## src/rtl/knob_pkg.sv

```systemverilog
package knob_pkg;
  parameter int SIZE_W = 16;
  typedef logic [SIZE_W-1:0] size_t;

  // Lower limit wins: it is tested before the upper one.
  function automatic size_t clamp_size(input size_t v, input size_t lo, input size_t hi);
    if (v < lo)       return lo;
    else if (v >= hi) return hi;
    else              return v;
  endfunction

  function automatic size_t abs_gap(input size_t a, input size_t b);
    return (a >= b) ? (a - b) : (b - a);
  endfunction
endpackage

```

## src/rtl/knob_accum.sv

```systemverilog
module knob_accum
  import knob_pkg::*;
#(
  parameter int SAMPLE_W = 10,
  parameter int LOG2_N   = 8
) (
  input  logic                clk,
  input  logic                rst,
  input  logic                strobe,
  input  logic [SAMPLE_W-1:0] sample,
  output logic                blk_end,
  output size_t               blk_avg
);
  localparam int SUM_W = SIZE_W + LOG2_N;

  logic [LOG2_N-1:0] cnt_q;
  logic [SUM_W-1:0]  acc_q;
  logic [SUM_W-1:0]  sum_next;

  assign sum_next = acc_q + {{(SUM_W-SAMPLE_W){1'b0}}, sample};
  // Counter starts at zero, wraps down, and the block closes on the reading taking it from 1 to 0.
  assign blk_end  = strobe && (cnt_q == LOG2_N'(1));
  assign blk_avg  = sum_next[SUM_W-1:LOG2_N];

  always_ff @(posedge clk) begin
    if (rst) begin
      cnt_q <= '0;
      acc_q <= '0;
    end else if (strobe) begin
      cnt_q <= cnt_q - LOG2_N'(1);
      acc_q <= blk_end ? '0 : sum_next;
    end
  end
endmodule

```

## src/rtl/knob_clamp.sv

```systemverilog
module knob_clamp
  import knob_pkg::*;
(
  input  size_t raw,
  input  size_t lo,
  input  size_t hi,
  output size_t clamped
);
  assign clamped = clamp_size(raw, lo, hi);
endmodule

```

## src/rtl/knob_hold.sv

```systemverilog
module knob_hold
  import knob_pkg::*;
#(
  parameter int DEADBAND = 2
) (
  input  logic  clk,
  input  logic  rst,
  input  logic  blk_end,
  input  size_t cand,
  output logic  take,
  output size_t held
);
  assign take = blk_end && (abs_gap(cand, held) >= SIZE_W'(DEADBAND));

  always_ff @(posedge clk) begin
    if (rst)       held <= '0;
    else if (take) held <= cand;
  end
endmodule

```

## src/rtl/knob_size_filter.sv

```systemverilog
module knob_size_filter
  import knob_pkg::*;
#(
  parameter int SAMPLE_W = 10,
  parameter int LOG2_N   = 8,
  parameter int DEADBAND = 2
) (
  input  logic                clk,
  input  logic                rst,
  input  logic                conv_valid,
  input  logic [SAMPLE_W-1:0] conv_data,
  input  logic [SIZE_W-1:0]   min_lim,
  input  logic [SIZE_W-1:0]   max_lim,
  output logic [SIZE_W-1:0]   size_out
);
  logic  blk_end;
  logic  upd_take;
  size_t avg_raw;
  size_t avg_clamped;

  knob_accum #(.SAMPLE_W(SAMPLE_W), .LOG2_N(LOG2_N)) u_accum (
    .clk(clk), .rst(rst), .strobe(conv_valid), .sample(conv_data),
    .blk_end(blk_end), .blk_avg(avg_raw)
  );

  knob_clamp u_clamp (
    .raw(avg_raw), .lo(min_lim), .hi(max_lim), .clamped(avg_clamped)
  );

  knob_hold #(.DEADBAND(DEADBAND)) u_hold (
    .clk(clk), .rst(rst), .blk_end(blk_end), .cand(avg_clamped),
    .take(upd_take), .held(size_out)
  );
endmodule

```

## config.mk

```make
export PLATFORM = sky130hd
export DESIGN_NAME = knob_size_filter
export DESIGN_NICKNAME = d
export VERILOG_FILES = /design/src/rtl/knob_pkg.sv /design/src/rtl/knob_accum.sv /design/src/rtl/knob_clamp.sv /design/src/rtl/knob_hold.sv /design/src/rtl/knob_size_filter.sv
export SDC_FILE = /design/constraint.sdc
export NUM_CORES = 1
export LEC_CHECK = 0
export BUFFER_PORTS_ARGS = -buffer_cell sky130_fd_sc_hd__buf_2
export CORE_ASPECT_RATIO = 1.75
export CORE_MARGIN = 3
export CORE_UTILIZATION = 45
export DETAILED_ROUTE_END_ITERATION = 12
export HOLD_SLACK_MARGIN = 0.02
export PLACE_DENSITY = 0.6
export RECOVER_POWER = 25
export SLEW_MARGIN = 20
export SYNTH_ARGS = -nofsm -noshare
export SYNTH_HDL_FRONTEND = slang
export SYNTH_SLANG_ARGS = --single-unit
```

## constraint.sdc

```tcl
create_clock -name clk -period 18.5 [get_ports clk]
set_input_delay 0 -clock clk [delete_from_list [all_inputs] [get_ports clk]]
set_output_delay 0 -clock clk [all_outputs]
set_load 0.05 [all_outputs]
```

==> reports/results.tsv <==
stage	metric	value	unit
run_status	outcome	finished, final reports clean	
synth	top cells by area, synth	sky130_fd_sc_hd__dfxtp_1 (17%), sky130_fd_sc_hd__ha_1 (16%), sky130_fd_sc_hd__inv_1 (5.3%)	
floorplanning	number of top-level design ports	61	
cts	H-Tree Level Count	2	
grt	global-route wire length before repair	25200	µm
setup_path	Worst path depth	27	
cts	buffer count from post-CTS setup fixing	0	
timing	clock tree skew after final layout	0.0139	ns
cts	Num Clock Sinks	48	
synth	sequential cell area fraction in the yosys report	0.170	
synth	flip-flop and latch count after synthesis	48	
floorplanning	Horiz. Die Dim	90.7	µm
finish	number of non-filler instances in the completed layout	938	
finish	final layout net count	894	
timing	worst max-slew margin expressed relative to the limit	0.421	
run	maximum capacitance violations	0	
synth	synthesized instance count	728	
synth	net count after synthesis	850	
setup_path	startpoint-to-endpoint class of the critical path	reg -> reg	
cts	total of cells resized after clock tree synthesis	0	
floorplanning	Initial Util	0.465	
routing	number of antenna-violating nets in the routed design	0	
grt	All-Layer GR Usage	0.221	
routing	routed length per placed instance	16.8	µm
worst_hold_path	depth of the worst hold-timing path	3	
synth	Cell variety after synth	70	
routing	number of vias per cell after detailed routing	5.59	
setup_path	required arrival time at the worst endpoint	18.62	ns
pwr	maximum vdd ir drop	0.0603	mV
setup_path	critical path peak fanout	18	
cts	number of buffers on the longest clock path	2	
pwr	reported leakage power	2.79	nW
cts	clock latency reported for the late side of the worst-skew pair	0.30	ns
synth	total number of yosys warnings	0	
synth	area leader, netlist	sky130_fd_sc_hd__dfxtp_1	
setup_path	slowest cell on the critical path	sky130_fd_sc_hd__o31ai_4	
place	HPWL reported at the end of detailed placement	13000	µm
timing	unrepaired setup endpoints after global routing	false	
synth	most numerous cell types in the synthesized netlist	sky130_fd_sc_hd__inv_1 (80), sky130_fd_sc_hd__ha_1 (74), sky130_fd_sc_hd__nor2_1 (64), sky130_fd_sc_hd__a21oi_1 (58), sky130_fd_sc_hd__dfxtp_1 (48)	
timing	pin slew with the least headroom to its limit	0.869	ns
place	total cell area at the placement stage	6030	µm²
place	number of instances in the placed design	930	
finish	design area	6190	µm²
routing	number of detailed-route iterations in the first pass	4	
setup_path	worst-case reg-to-reg path depth	27	
routing	Total Wirelength	15800	µm
routing	DR iter-0 viols	161	
routing	total number of vias	5247	
finish	relative area change from synthesis to final layout	9.71	%
cts	clock tree from TritonCTS	built	
setup_path	crit end category	flip-flop	
floorplanning	Die H	154	µm
cts	clock root cell	sky130_fd_sc_hd__clkbuf_16	
timing	max-slew violations	0	
floorplanning	total number of placement rows	53	
place	routability-driven placement congestion ratio	0.954	
grt	Overflow after GRT	0	
timing	number of failing setup endpoints in the final timing report	0	
cts	Clock Pin Slew Worst Setup and Hold Paths	0.08	ns
synth	share of synthesized registers carrying an async set or reset	0	
place	number of buffers added on ports	60	
setup_path	data arrival time of the critical path	8.21	ns
cts	Num CTS Buffers	5	
pwr	P per Cell Area	58.3	nW/µm²
setup_path	worst path buffer plus inverter count	2	
setup_path	highest cell delay on the worst timing path	0.75	ns
floorplanning	core region area	12100	µm²
timing	share of the cycle needed by the critical path after routing	0.437	
synth	number of enable flip-flop cells after synthesis	0	
finish	share of cells above drive strength 1	0.133	
synth	most instantiated library cell after synthesis	sky130_fd_sc_hd__inv_1	
routing	number of remaining DRC errors	0	
timing	final hold viol count	0	
floorplanning	Die Area	14000	µm²
cts	Post-CTS Hold Buffers	0	
finish	number of diodes	0	
worst_hold_path	type of the tightest min-delay check	in -> reg	
setup_path	Critical Path Source Type	flip-flop	
grt	vias in the first global route	5351	
synth	area share of the largest cell type after synthesis	0.170	
grt	pin count of the biggest net entering global routing	37	
grt	initial antenna violation count	0	
timing	Highest Clock Rate	124	MHz
setup_path	cell class contributing the biggest share of worst-path delay	compound AO/OA/AOI/OAI gates	
synth	cell area after synthesis	5650	µm²
timing	min Tclk post-route	8.08	ns
synth	Post-Synthesis Mean Instance Area	7.75	µm²
synth	most used flip-flop cell after synthesis	sky130_fd_sc_hd__dfxtp_1	
timing	total negative setup slack	0	ns
path summary, 6_finish.rpt:
check,from,slack (ns),to
max,u_accum.acc_q[6],10.42,u_hold.held[3]
min,min_lim[11],0.05,u_hold.held[11]
max reg2reg,u_accum.acc_q[6],10.42,u_hold.held[3]
min reg2reg,u_accum.acc_q[3],0.48,u_accum.acc_q[3]
registers in the layout, indices dropped and copies added (netlist names):
register,cells
u_hold.held,16
u_accum.acc_q,24
u_accum.cnt_q,8
cells by family after synthesis:
family | synth area share
compound gates | 0.258
xor+xnor | 0.0559
fa+ha+maj | 0.175
buf+inv | 0.0780
flops | 0.170
mux | 0.0636
simple gates | 0.200
stage by stage:
stage	power (W)	hold slack (ns)	worst slack, ns	util
finish	0.000361	0.0478	10.42	0.510
global route	0.000384	0.0684	9.79	0.510
CTS	0.000366	0.0404	10.47	0.512
detailed placement	0.000253	0.353	10.51	0.497
global placement	0.000250	0.331	10.63	0.497
floorplan	0.000221	0.189	11.58	-
cell type report:
type / instances / area [µm²]
fillers: 1239 / 5940
multi-input cells: 574 / 4240
flip-flops and latches: 48 / 961
repair buffers: 63 / 304
inverters: 80 / 300
well taps: 165 / 206
clock buffers: 6 / 139
clock inverters: 2 / 38.8
routing by layer:
layer	GRT usage	vias up	part of all wire
li1	-	2667	-
met1	0.206	2462	0.37
met2	0.459	80	0.56
met3	0.0219	38	0.019
met4	0.110	0	0.047
met5	0	-	0
cell usage in the layout, fill, tap and decap left out, types with 12 or more instances in the layout:
master / n
sky130_fd_sc_hd__inv_1: 80
sky130_fd_sc_hd__ha_1: 74
sky130_fd_sc_hd__nor2_1: 64
sky130_fd_sc_hd__a21oi_1: 58
sky130_fd_sc_hd__dfxtp_1: 48
sky130_fd_sc_hd__buf_2: 45
sky130_fd_sc_hd__nand2_1: 41
sky130_fd_sc_hd__o21ai_0: 30
sky130_fd_sc_hd__nand3_1: 22
sky130_fd_sc_hd__nor2b_1: 21
sky130_fd_sc_hd__mux2i_1: 19
sky130_fd_sc_hd__xor2_1: 18
sky130_fd_sc_hd__xnor2_1: 18
sky130_fd_sc_hd__nand2b_1: 17
sky130_fd_sc_hd__nor3_1: 15
sky130_fd_sc_hd__clkbuf_1: 15
sky130_fd_sc_hd__mux2_2: 14
sky130_fd_sc_hd__a21o_1: 12
report_power, final:
group          internal (W)  switching (W)
registers          0.000110     0.00000540
logic             0.0000529      0.0000820
clock network     0.0000678      0.0000428
total              0.000231       0.000130
tightest hold or removal path, stage by stage:
cell	delay (ns)
sky130_fd_sc_hd__buf_2	0.09
sky130_fd_sc_hd__mux2i_1	0.11
sky130_fd_sc_hd__o22ai_2	0.10
Power figures use the tool's default switching activity.
